**src/rtl/lpc_host_pkg.sv**
```systemverilog
package lpc_host_pkg;

    typedef enum logic [3:0] {
        ST_IDLE,
        ST_START,
        ST_CTDIR,
        ST_ADDR,
        ST_WDATA,
        ST_HTAR1,
        ST_HTAR2,
        ST_SYNC,
        ST_RDATA,
        ST_PTAR1,
        ST_PTAR2
    } lpc_state_e;

    localparam logic [3:0] LAD_START  = 4'h0;
    localparam logic [3:0] LAD_FLOAT  = 4'hF;
    localparam logic [3:0] SYNC_READY = 4'h0;

    // type/direction nibble: {0, memory, write, 0}
    function automatic logic [3:0] cyc_code(input logic is_mem, input logic wr);
        return {1'b0, is_mem, wr, 1'b0};
    endfunction

endpackage

```
**src/rtl/lpc_nibble_sel.sv**
```systemverilog
module lpc_nibble_sel #(
    parameter int ADDR_W = 32,
    parameter int DATA_W = 8,
    parameter int CNT_W  = 3
) (
    input  logic [ADDR_W-1:0] addr,
    input  logic [DATA_W-1:0] wdata,
    input  logic [CNT_W-1:0]  idx,
    output logic [3:0]        addr_nib,
    output logic [3:0]        data_nib
);
    localparam int A_NIBS = ADDR_W / 4;
    localparam int D_NIBS = DATA_W / 4;
    localparam int D_IW   = $clog2(D_NIBS);

    logic [3:0] a_arr [A_NIBS];
    logic [3:0] d_arr [D_NIBS];

    for (genvar g = 0; g < A_NIBS; g++) begin : g_anib
        assign a_arr[g] = addr[g*4 +: 4];
    end
    for (genvar g = 0; g < D_NIBS; g++) begin : g_dnib
        assign d_arr[g] = wdata[g*4 +: 4];
    end

    assign addr_nib = a_arr[idx];
    assign data_nib = d_arr[idx[D_IW-1:0]];
endmodule

```
**src/rtl/lpc_sync_watch.sv**
```systemverilog
module lpc_sync_watch
    import lpc_host_pkg::*;
#(
    parameter int LIMIT_W = 8
) (
    input  logic               clk,
    input  logic               rst_n,
    input  logic               in_sync,
    input  logic [3:0]         lad_in,
    input  logic [LIMIT_W-1:0] limit,
    output logic               sync_ok,
    output logic               expired
);
    logic [LIMIT_W-1:0] cnt_d, cnt_q;

    always_comb begin
        sync_ok = in_sync && (lad_in == SYNC_READY);
        expired = in_sync && !sync_ok && (cnt_q == limit);
        cnt_d   = '0;
        if (in_sync && !sync_ok && !expired) begin
            cnt_d = cnt_q + 1'b1;
        end
    end

    always_ff @(posedge clk) begin
        if (!rst_n) cnt_q <= '0;
        else        cnt_q <= cnt_d;
    end


    cnt_bound_chk: assert property (@(posedge clk) disable iff (!rst_n)
        in_sync |-> (cnt_q <= limit));


    ready_clear_chk: assert property (@(posedge clk) disable iff (!rst_n)
        sync_ok |=> (cnt_q == '0));
endmodule

```
**src/rtl/lpc_host_fsm.sv**
```systemverilog
module lpc_host_fsm
    import lpc_host_pkg::*;
#(
    parameter int ADDR_W    = 32,
    parameter int IO_ADDR_W = 16,
    parameter int DATA_W    = 8,
    parameter int CNT_W     = 3
) (
    input  logic              clk,
    input  logic              rst_n,
    input  logic              req_valid,
    input  logic              req_is_mem,
    input  logic              req_write,
    input  logic [ADDR_W-1:0] req_addr,
    input  logic [DATA_W-1:0] req_wdata,
    input  logic [3:0]        lad_in,
    input  logic              sync_ok,
    input  logic              sync_expired,
    input  logic [3:0]        addr_nib,
    input  logic [3:0]        data_nib,
    output logic              in_sync,
    output logic [CNT_W-1:0]  nib_idx,
    output logic [ADDR_W-1:0] addr_o,
    output logic [DATA_W-1:0] wdata_o,
    output logic              req_ready,
    output logic              lframe_n,
    output logic [3:0]        lad_out,
    output logic              lad_oe,
    output logic              done,
    output logic              err,
    output logic [DATA_W-1:0] rdata
);
    localparam int MEM_NIBS = ADDR_W / 4;
    localparam int IO_NIBS  = IO_ADDR_W / 4;
    localparam int DATA_NIBS = DATA_W / 4;
    localparam logic [CNT_W-1:0] MEM_LAST  = CNT_W'(MEM_NIBS - 1);
    localparam logic [CNT_W-1:0] IO_LAST   = CNT_W'(IO_NIBS - 1);
    localparam logic [CNT_W-1:0] DATA_LAST = CNT_W'(DATA_NIBS - 1);

    typedef struct packed {
        lpc_state_e        state;
        logic [CNT_W-1:0]  nib;
        logic              is_mem;
        logic              wr;
        logic [ADDR_W-1:0] addr;
        logic [DATA_W-1:0] wdata;
        logic [DATA_W-1:0] rdata;
        logic              done;
        logic              err;
    } fsm_s;

    fsm_s s_q, s_d;

    always_comb begin
        s_d      = s_q;
        s_d.done = 1'b0;
        s_d.err  = 1'b0;
        unique case (s_q.state)
            ST_IDLE: begin
                if (req_valid) begin
                    s_d.state  = ST_START;
                    s_d.is_mem = req_is_mem;
                    s_d.wr     = req_write;
                    s_d.addr   = req_addr;
                    s_d.wdata  = req_wdata;
                    s_d.rdata  = '0;
                end
            end
            ST_START: s_d.state = ST_CTDIR;
            ST_CTDIR: begin
                s_d.state = ST_ADDR;
                s_d.nib   = s_q.is_mem ? MEM_LAST : IO_LAST;
            end
            ST_ADDR: begin
                if (s_q.nib == '0) begin
                    s_d.state = s_q.wr ? ST_WDATA : ST_HTAR1;
                end else begin
                    s_d.nib = s_q.nib - 1'b1;
                end
            end
            ST_WDATA: begin
                if (s_q.nib == DATA_LAST) begin
                    s_d.state = ST_HTAR1;
                    s_d.nib   = '0;
                end else begin
                    s_d.nib = s_q.nib + 1'b1;
                end
            end
            ST_HTAR1: s_d.state = ST_HTAR2;
            ST_HTAR2: s_d.state = ST_SYNC;
            ST_SYNC: begin
                if (sync_ok) begin
                    s_d.state = s_q.wr ? ST_PTAR1 : ST_RDATA;
                    s_d.nib   = '0;
                end else if (sync_expired) begin
                    s_d.state = ST_IDLE;
                    s_d.done  = 1'b1;
                    s_d.err   = 1'b1;
                end
            end
            ST_RDATA: begin
                s_d.rdata[int'(s_q.nib)*4 +: 4] = lad_in;
                if (s_q.nib == DATA_LAST) begin
                    s_d.state = ST_PTAR1;
                    s_d.nib   = '0;
                end else begin
                    s_d.nib = s_q.nib + 1'b1;
                end
            end
            ST_PTAR1: s_d.state = ST_PTAR2;
            ST_PTAR2: begin
                s_d.state = ST_IDLE;
                s_d.done  = 1'b1;
            end
            default: s_d.state = ST_IDLE;
        endcase
    end

    always_ff @(posedge clk) begin
        if (!rst_n) begin
            s_q       <= '0;
            s_q.state <= ST_IDLE;
        end else begin
            s_q <= s_d;
        end
    end

    // bus outputs decoded from registered state only
    always_comb begin
        lframe_n = 1'b1;
        lad_oe   = 1'b0;
        lad_out  = LAD_FLOAT;
        unique case (s_q.state)
            ST_START: begin
                lframe_n = 1'b0;
                lad_oe   = 1'b1;
                lad_out  = LAD_START;
            end
            ST_CTDIR: begin
                lad_oe  = 1'b1;
                lad_out = cyc_code(s_q.is_mem, s_q.wr);
            end
            ST_ADDR: begin
                lad_oe  = 1'b1;
                lad_out = addr_nib;
            end
            ST_WDATA: begin
                lad_oe  = 1'b1;
                lad_out = data_nib;
            end
            ST_HTAR1: lad_oe = 1'b1;
            default: ;
        endcase
    end

    assign in_sync   = (s_q.state == ST_SYNC);
    assign nib_idx   = s_q.nib;
    assign addr_o    = s_q.addr;
    assign wdata_o   = s_q.wdata;
    assign req_ready = (s_q.state == ST_IDLE);
    assign done      = s_q.done;
    assign err       = s_q.err;
    assign rdata     = s_q.rdata;


    start_single_chk: assert property (@(posedge clk) disable iff (!rst_n)
        !lframe_n |=> lframe_n);


    idle_gap_chk: assert property (@(posedge clk) disable iff (!rst_n)
        !lframe_n |-> ($past(lframe_n) && !$past(lad_oe)));


    sync_release_chk: assert property (@(posedge clk) disable iff (!rst_n)
        in_sync |-> !lad_oe);


    done_pulse_chk: assert property (@(posedge clk) disable iff (!rst_n)
        done |=> !done);


    err_with_done_chk: assert property (@(posedge clk) disable iff (!rst_n)
        err |-> (done && lframe_n && !lad_oe));


    busy_not_ready_chk: assert property (@(posedge clk) disable iff (!rst_n)
        lad_oe |-> !req_ready);
endmodule

```
**src/rtl/lpc_host_engine.sv**
```systemverilog
module lpc_host_engine
    import lpc_host_pkg::*;
#(
    parameter int ADDR_W    = 32,
    parameter int IO_ADDR_W = 16,
    parameter int DATA_W    = 8,
    parameter int LIMIT_W   = 8
) (
    input  logic               clk,
    input  logic               rst_n,
    input  logic               req_valid,
    output logic               req_ready,
    input  logic               req_is_mem,
    input  logic               req_write,
    input  logic [ADDR_W-1:0]  req_addr,
    input  logic [DATA_W-1:0]  req_wdata,
    input  logic [LIMIT_W-1:0] sync_limit,
    input  logic [3:0]         lad_in,
    output logic [3:0]         lad_out,
    output logic               lad_oe,
    output logic               lframe_n,
    output logic               done,
    output logic               err,
    output logic [DATA_W-1:0]  rdata
);
    localparam int CNT_W = $clog2(ADDR_W / 4);

    logic              in_sync, sync_ok, sync_expired;
    logic [CNT_W-1:0]  nib_idx;
    logic [ADDR_W-1:0] addr_q;
    logic [DATA_W-1:0] wdata_q;
    logic [3:0]        addr_nib, data_nib;

    lpc_host_fsm #(
        .ADDR_W(ADDR_W), .IO_ADDR_W(IO_ADDR_W), .DATA_W(DATA_W), .CNT_W(CNT_W)
    ) u_fsm (
        .clk(clk), .rst_n(rst_n),
        .req_valid(req_valid), .req_is_mem(req_is_mem), .req_write(req_write),
        .req_addr(req_addr), .req_wdata(req_wdata), .lad_in(lad_in),
        .sync_ok(sync_ok), .sync_expired(sync_expired),
        .addr_nib(addr_nib), .data_nib(data_nib),
        .in_sync(in_sync), .nib_idx(nib_idx), .addr_o(addr_q), .wdata_o(wdata_q),
        .req_ready(req_ready), .lframe_n(lframe_n), .lad_out(lad_out),
        .lad_oe(lad_oe), .done(done), .err(err), .rdata(rdata)
    );

    lpc_nibble_sel #(
        .ADDR_W(ADDR_W), .DATA_W(DATA_W), .CNT_W(CNT_W)
    ) u_nib (
        .addr(addr_q), .wdata(wdata_q), .idx(nib_idx),
        .addr_nib(addr_nib), .data_nib(data_nib)
    );

    lpc_sync_watch #(
        .LIMIT_W(LIMIT_W)
    ) u_sync (
        .clk(clk), .rst_n(rst_n), .in_sync(in_sync), .lad_in(lad_in),
        .limit(sync_limit), .sync_ok(sync_ok), .expired(sync_expired)
    );
endmodule

```
**config.mk**
```make
export PLATFORM = sky130hd
export DESIGN_NAME = lpc_host_engine
export DESIGN_NICKNAME = d
export VERILOG_FILES = /design/src/rtl/lpc_host_pkg.sv /design/src/rtl/lpc_nibble_sel.sv /design/src/rtl/lpc_sync_watch.sv /design/src/rtl/lpc_host_fsm.sv /design/src/rtl/lpc_host_engine.sv
export SDC_FILE = /design/constraint.sdc
export NUM_CORES = 1
export LEC_CHECK = 0
export ABC_AREA = 1
export CELL_PAD_IN_SITES_DETAIL_PLACEMENT = 0
export CELL_PAD_IN_SITES_GLOBAL_PLACEMENT = 1
export CORE_ASPECT_RATIO = 0.75
export CORE_MARGIN = 4
export CORE_UTILIZATION = 49
export CTS_CLUSTER_DIAMETER = 40
export CTS_CLUSTER_SIZE = 20
export DETAILED_ROUTE_END_ITERATION = 8
export DONT_BUFFER_PORTS = 1
export GPL_TIMING_DRIVEN = 1
export PLACE_DENSITY_LB_ADDON = 0.12
export SYNTH_ARGS = -nofsm -noshare
export SYNTH_HDL_FRONTEND = slang
export SYNTH_SLANG_ARGS = --single-unit
export TNS_END_PERCENT = 30
```
**constraint.sdc**
```tcl
create_clock -name clk -period 2.91 [get_ports clk]
set_input_delay 0.291 -clock clk [delete_from_list [all_inputs] [get_ports clk]]
set_output_delay 0.291 -clock clk [all_outputs]
set_load 0.05 [all_outputs]
```
==> results.yml, run 1 <==
outcome:
  status: "complete, no violations"
detailed_routing:
  vias: 2875
  drt_iter0_drc: 187
  finalWirelength_um: 8074
  drc: 0
  viasPerCell: 5.134
  drtPass1Iterations: 6
  wl_per_cell_um: 14.42
  drtAntennaViolNets: 0
global_routing:
  track_usage: 0.1968
  use_met3: 0.06354
  grtUsageMet1: 0.2688
  grt_max_degree: 46
  overflow: 0
  antenna_found_initial: 0
  grt_pass1_wl_um: 13110
  met2_usage: 0.3053
  grt_pass1_vias: 2667
  busiest_layer: "met2"
clocking:
  h-tree-depth: 3
  cts_tree: "built"
  cts_sinks: 67
  clock_path_buffers: 2
  numCtsBuffers: 9
  cts_hold_buf: 0
  insertion_delay_ps: 350
  path_clk_slew_ps: 80
  post-cts-setup-buffers: 0
  cts_resized: 0
  root_buffer: "clkbuf_8"
run:
  maxCapViolations: 0
floorplanning:
  core_area_um2: 6864
  start_util: 0.5069
  ios: 74
  die_area_um2: 8528
  core.rowCount: 26
  die_y_um: 80.98
  die_w_um: 105.3
critical_path:
  criticalPathCategory: "register to primary output"
  critPathMaxFanout: 13
  start_kind: "register"
  arrival_ps: 2280
  cp-end-kind: "primary output"
  path_common_cell: "nand3_1"
  crit_path_max_incr_delay_ps: 630
  worstPathCellList: "clkinv_1, a21oi_1, o21ai_0, nand3_1, nand3_1, nand3_1"
  reg2reg_depth: 9
  crit_slowest_cell: "dfxtp_1"
  crit_required_ps: 2620
sta:
  tns_ps: 0
  setup_ws_ps: 336.6
  final_max_slew_viol_count: 0
  post-route-period-util: 0.8843
  tightest_slew_ps: 575.9
  fin_hold_ws_ps: 63.42
  period_minus_slack_ps: 2573
  skew_ps: 8.334
  max_freq_mhz: 388.6
  hold_viol: 0
  slew-limit-headroom: 0.6156
  setup_viol: 0
  rsz0062_at_grt: "false"
synthesis:
  synthTopCellsByCount: "nand2_1 (90), dfxtp_1 (67), a21oi_1 (51)"
  ys.flop_type: "dfxtp_1"
  syn_area_per_cell_um2: 7.451
  netlist_top_cells_area: "dfxtp_1 (39%), nand2_1 (9.7%), a21oi_1 (7.3%)"
  syn_area_um2: 3480
  syn_nets: 530
  yosysTopAreaCell: "dfxtp_1"
  ys_seq_elements: 67
  yosysTopAreaCellShare: 0.3855
  yosysSeqAreaShare: 0.3855
  synth.most_common_cell: "nand2_1"
  async_reset_ff_frac: 0
  yosysWarnings: 0
  synth_edf_count: 0
  ys_types: 33
  syn_inst: 467
final_layout:
  final_layout_size_suffix_gt1_frac: 0.2078
  multi_input_area_um2: 1787
  n_antenna_cell: 0
  filler_cell_count: 691
  area_growth_pct: 6.940
  final_nets: 520
  ff_latch_area_um2: 1341
  final_cells: 560
  fin_area_um2: 3721
placed_design:
  dp_cells: 544
  dp_slack_ps: 577.2
  hpwlAfterDp_um: 6036
  placed_cell_area_um2: 3486
  port_buffers: 0
  place_congestion: 0.8641
hold_path:
  min_path_cells: 2
  hp-class: "input pin to register"
power:
  peakVddDrop_mv: 0.3888
  power.leakage_nw: 1.385
  power_density_nw_per_um2: 968.9
final cells by class:
class	instances	area share
repair buffers	6	0.01210
clock inverters	5	0.02253
inverters	50	0.05111
well taps	98	0.03295
clock buffers	11	0.04069
flip-flops and latches	67	0.3605
multi-input cells	323	0.4802
flip-flops by register name, indices dropped and copies added (netlist names):
| name | count |
|---|---|
| u_fsm.err | 1 |
| u_fsm.rdata | 8 |
| u_sync.cnt_q | 8 |
| u_fsm.done | 1 |
| u_fsm.addr_o | 32 |
| u_fsm.wdata_o | 8 |
| u_fsm.nib_idx | 3 |
| u_fsm.s_q | 6 |
cells by family after synthesis:
group	Yosys count	share of synthesized area
flops	67	0.3855
fa+ha+maj	6	0.02157
buf+inv	77	0.1010
xor+xnor	10	0.02517
simple gates	188	0.2679
compound gates	119	0.1989
routing by layer:
| layer | share of wire | vias up |
|---|---|---|
| met5 | 0 | - |
| met4 | 0.0077 | 0 |
| met3 | 0.055 | 7 |
| met2 | 0.44 | 59 |
| met1 | 0.49 | 1323 |
| li1 | - | 1486 |
metrics by stage:
step / power (W) / utilization
2_1_floorplan: 0.002449 / -
3_3_place_gp: 0.002698 / 0.5078
3_5_place_dp: 0.002720 / 0.5078
4_1_cts: 0.003625 / 0.5421
5_1_grt: 0.003837 / 0.5421
6_report: 0.003605 / 0.5421
cells in the final DEF (no fill, tap or decap), types with 4 or more instances in the layout:
cell type / count
inv_1: 38
xnor2_1: 6
nand2_2: 26
o21ai_0: 39
a21oi_1: 51
dfxtp_1: 67
a21oi_2: 21
nand2_1: 90
o211ai_1: 5
nor2_4: 7
nor2_1: 24
nand3_1: 20
inv_2: 9
clkbuf_8: 11
ha_1: 6
buf_4: 6
nor3_1: 7
xor2_1: 4
where the power goes:
| part | leakage, nW | switching, W | internal (W) | total [W] |
|---|---|---|---|---|
| Clock | 0.112 | 0.000372 | 0.000532 | 0.000904 |
| Combinational | 0.726 | 0.00105 | 0.000429 | 0.00148 |
| Sequential | 0.547 | 0.000117 | 0.00110 | 0.00122 |
final timing paths:
check | slack, ps | end | from
worst max register to register | 550 | u_fsm.rdata[0] | u_fsm.nib_idx[1]
worst max-delay path | 340 | lad_out[0] | u_fsm.nib_idx[1]
worst min register to register | 460 | u_fsm.addr_o[29] | u_fsm.addr_o[29]
worst min-delay path | 60 | u_fsm.nib_idx[0] | rst_n
critical path: cells and delay by family (launching register included):
family	cells	cell delay [ps]
and+or+nand+nor	3	630
DFF	1	630
buffers and inverters	1	390
AOI/OAI and AO/OA	2	280
(Power assumes the default switching activity.)
==> inputs of run 2 (changes only) <==
CORE_UTILIZATION = 45   (was 49)
==> results.yml, run 2 (synthesized netlist as in run 1, its figures left out) <==
clocking:
  cts_resized: 0
  numCtsBuffers: 9
  post-cts-setup-buffers: 0
  cts_tree: "built"
  clock_path_buffers: 2
  path_clk_slew_ps: 80
  root_buffer: "clkbuf_8"
  insertion_delay_ps: 340
  cts_sinks: 67
  h-tree-depth: 3
  cts_hold_buf: 0
placed_design:
  port_buffers: 0
  dp_cells: 548
  place_congestion: 0.8198
  hpwlAfterDp_um: 6166
sta:
  period_minus_slack_ps: 2481
  setup_viol: 0
  tightest_slew_ps: 578.5
  skew_ps: 6.908
  hold_viol: 0
  tns_ps: 0
  slew-limit-headroom: 0.6133
  fin_hold_ws_ps: 65.51
  final_max_slew_viol_count: 0
  rsz0062_at_grt: "false"
  max_freq_mhz: 403.0
  post-route-period-util: 0.8527
outcome:
  status: "complete, no violations"
global_routing:
  track_usage: 0.1859
  grt_pass1_vias: 2815
  antenna_found_initial: 0
  grt_max_degree: 47
  busiest_layer: "met2"
  met2_usage: 0.2942
  grt_pass1_wl_um: 13500
  grtUsageMet1: 0.2429
  overflow: 0
  use_met3: 0.06380
floorplanning:
  ios: 74
  start_util: 0.4682
  die_y_um: 84.16
  core_area_um2: 7432
  core.rowCount: 27
  die_area_um2: 9218
  die_w_um: 109.5
hold_path:
  holdCritStartpoint: "rst_n"
  hp-class: "input pin to register"
critical_path:
  criticalPathCategory: "register to primary output"
  rr_startpoint: "u_fsm.nib_idx[1]"
  crit_required_ps: 2620
  reg2reg_slack_ps: 610
  cp-end-kind: "primary output"
  startpoint: "u_fsm.nib_idx[1]"
  start_kind: "register"
  arrival_ps: 2190
  critPathMaxFanout: 13
final_layout:
  area_growth_pct: 6.257
  utilization: 0.4975
  final_cell_mix: "nand2_1 (90), dfxtp_1 (67), a21oi_1 (51)"
  final_layout_size_suffix_gt1_frac: 0.2095
  final_nets: 521
  largest_reg_flops: 32
  n_antenna_cell: 0
  final_cells: 564
  final_common_cell: "nand2_1"
detailed_routing:
  wl_per_cell_um: 14.25
  drtAntennaViolNets: 0
  vias: 2846
  drc: 0
  finalWirelength_um: 8038
  drtPass1Iterations: 4
  drt_iter0_drc: 151
  viasPerCell: 5.046
power:
  power.leakage_nw: 1.373
  power_density_nw_per_um2: 939.0
  design_power_total_w: 0.003472
  peakVddDrop_mv: 0.3845
run:
  maxCapViolations: 0
==> run 2: final timing paths <==
kind	to	cells past startpoint
max	lad_out[3]	6
min	u_fsm.nib_idx[0]	2
max reg2reg	u_fsm.rdata[0]	9
min reg2reg	u_fsm.addr_o[22]	2
==> run 2: worst max-delay path, cell delays in order, from the launching register on <==
cell and delay (ps):
dfxtp_1 600, clkinv_1 360, a21oi_1 210, o21ai_0 110, nand3_1 80, nand3_1 80
nand3_1 420
==> run 2: report_power, final <==
| group | total (W) | switching [W] | internal [W] |
|---|---|---|---|
| Combinational | 0.00148 | 0.00105 | 0.000435 |
| Sequential | 0.00122 | 0.000116 | 0.00110 |
| Clock | 0.000771 | 0.000372 | 0.000399 |
==> run 2: layout make-up <==
type	instances	area [µm²]
Clock buffer	9	123.9
Clock inverter	7	76.32
Fill cell	772	3735
Inverter	50	190.2
Multi-Input combinational cell	323	1787
Sequential cell	67	1341
Tap cell	101	126.4
Timing Repair Buffer	7	52.55
==> run 2: per-layer routing <==
layer / vias up / part of all wire
met5: - / 0
met1: 1299 / 0.47
met2: 57 / 0.47
met4: 0 / 0.0077
met3: 5 / 0.054
li1: 1485 / -
==> run 2: through the flow <==
step                      instance area, µm²  setup slack, ps
after global placement                  3497            745.1
after floorplan                         3480             1047
after detailed placement                3497            673.1
final                                   3697            428.6
after global routing                    3697            165.0
after CTS                               3697            433.0
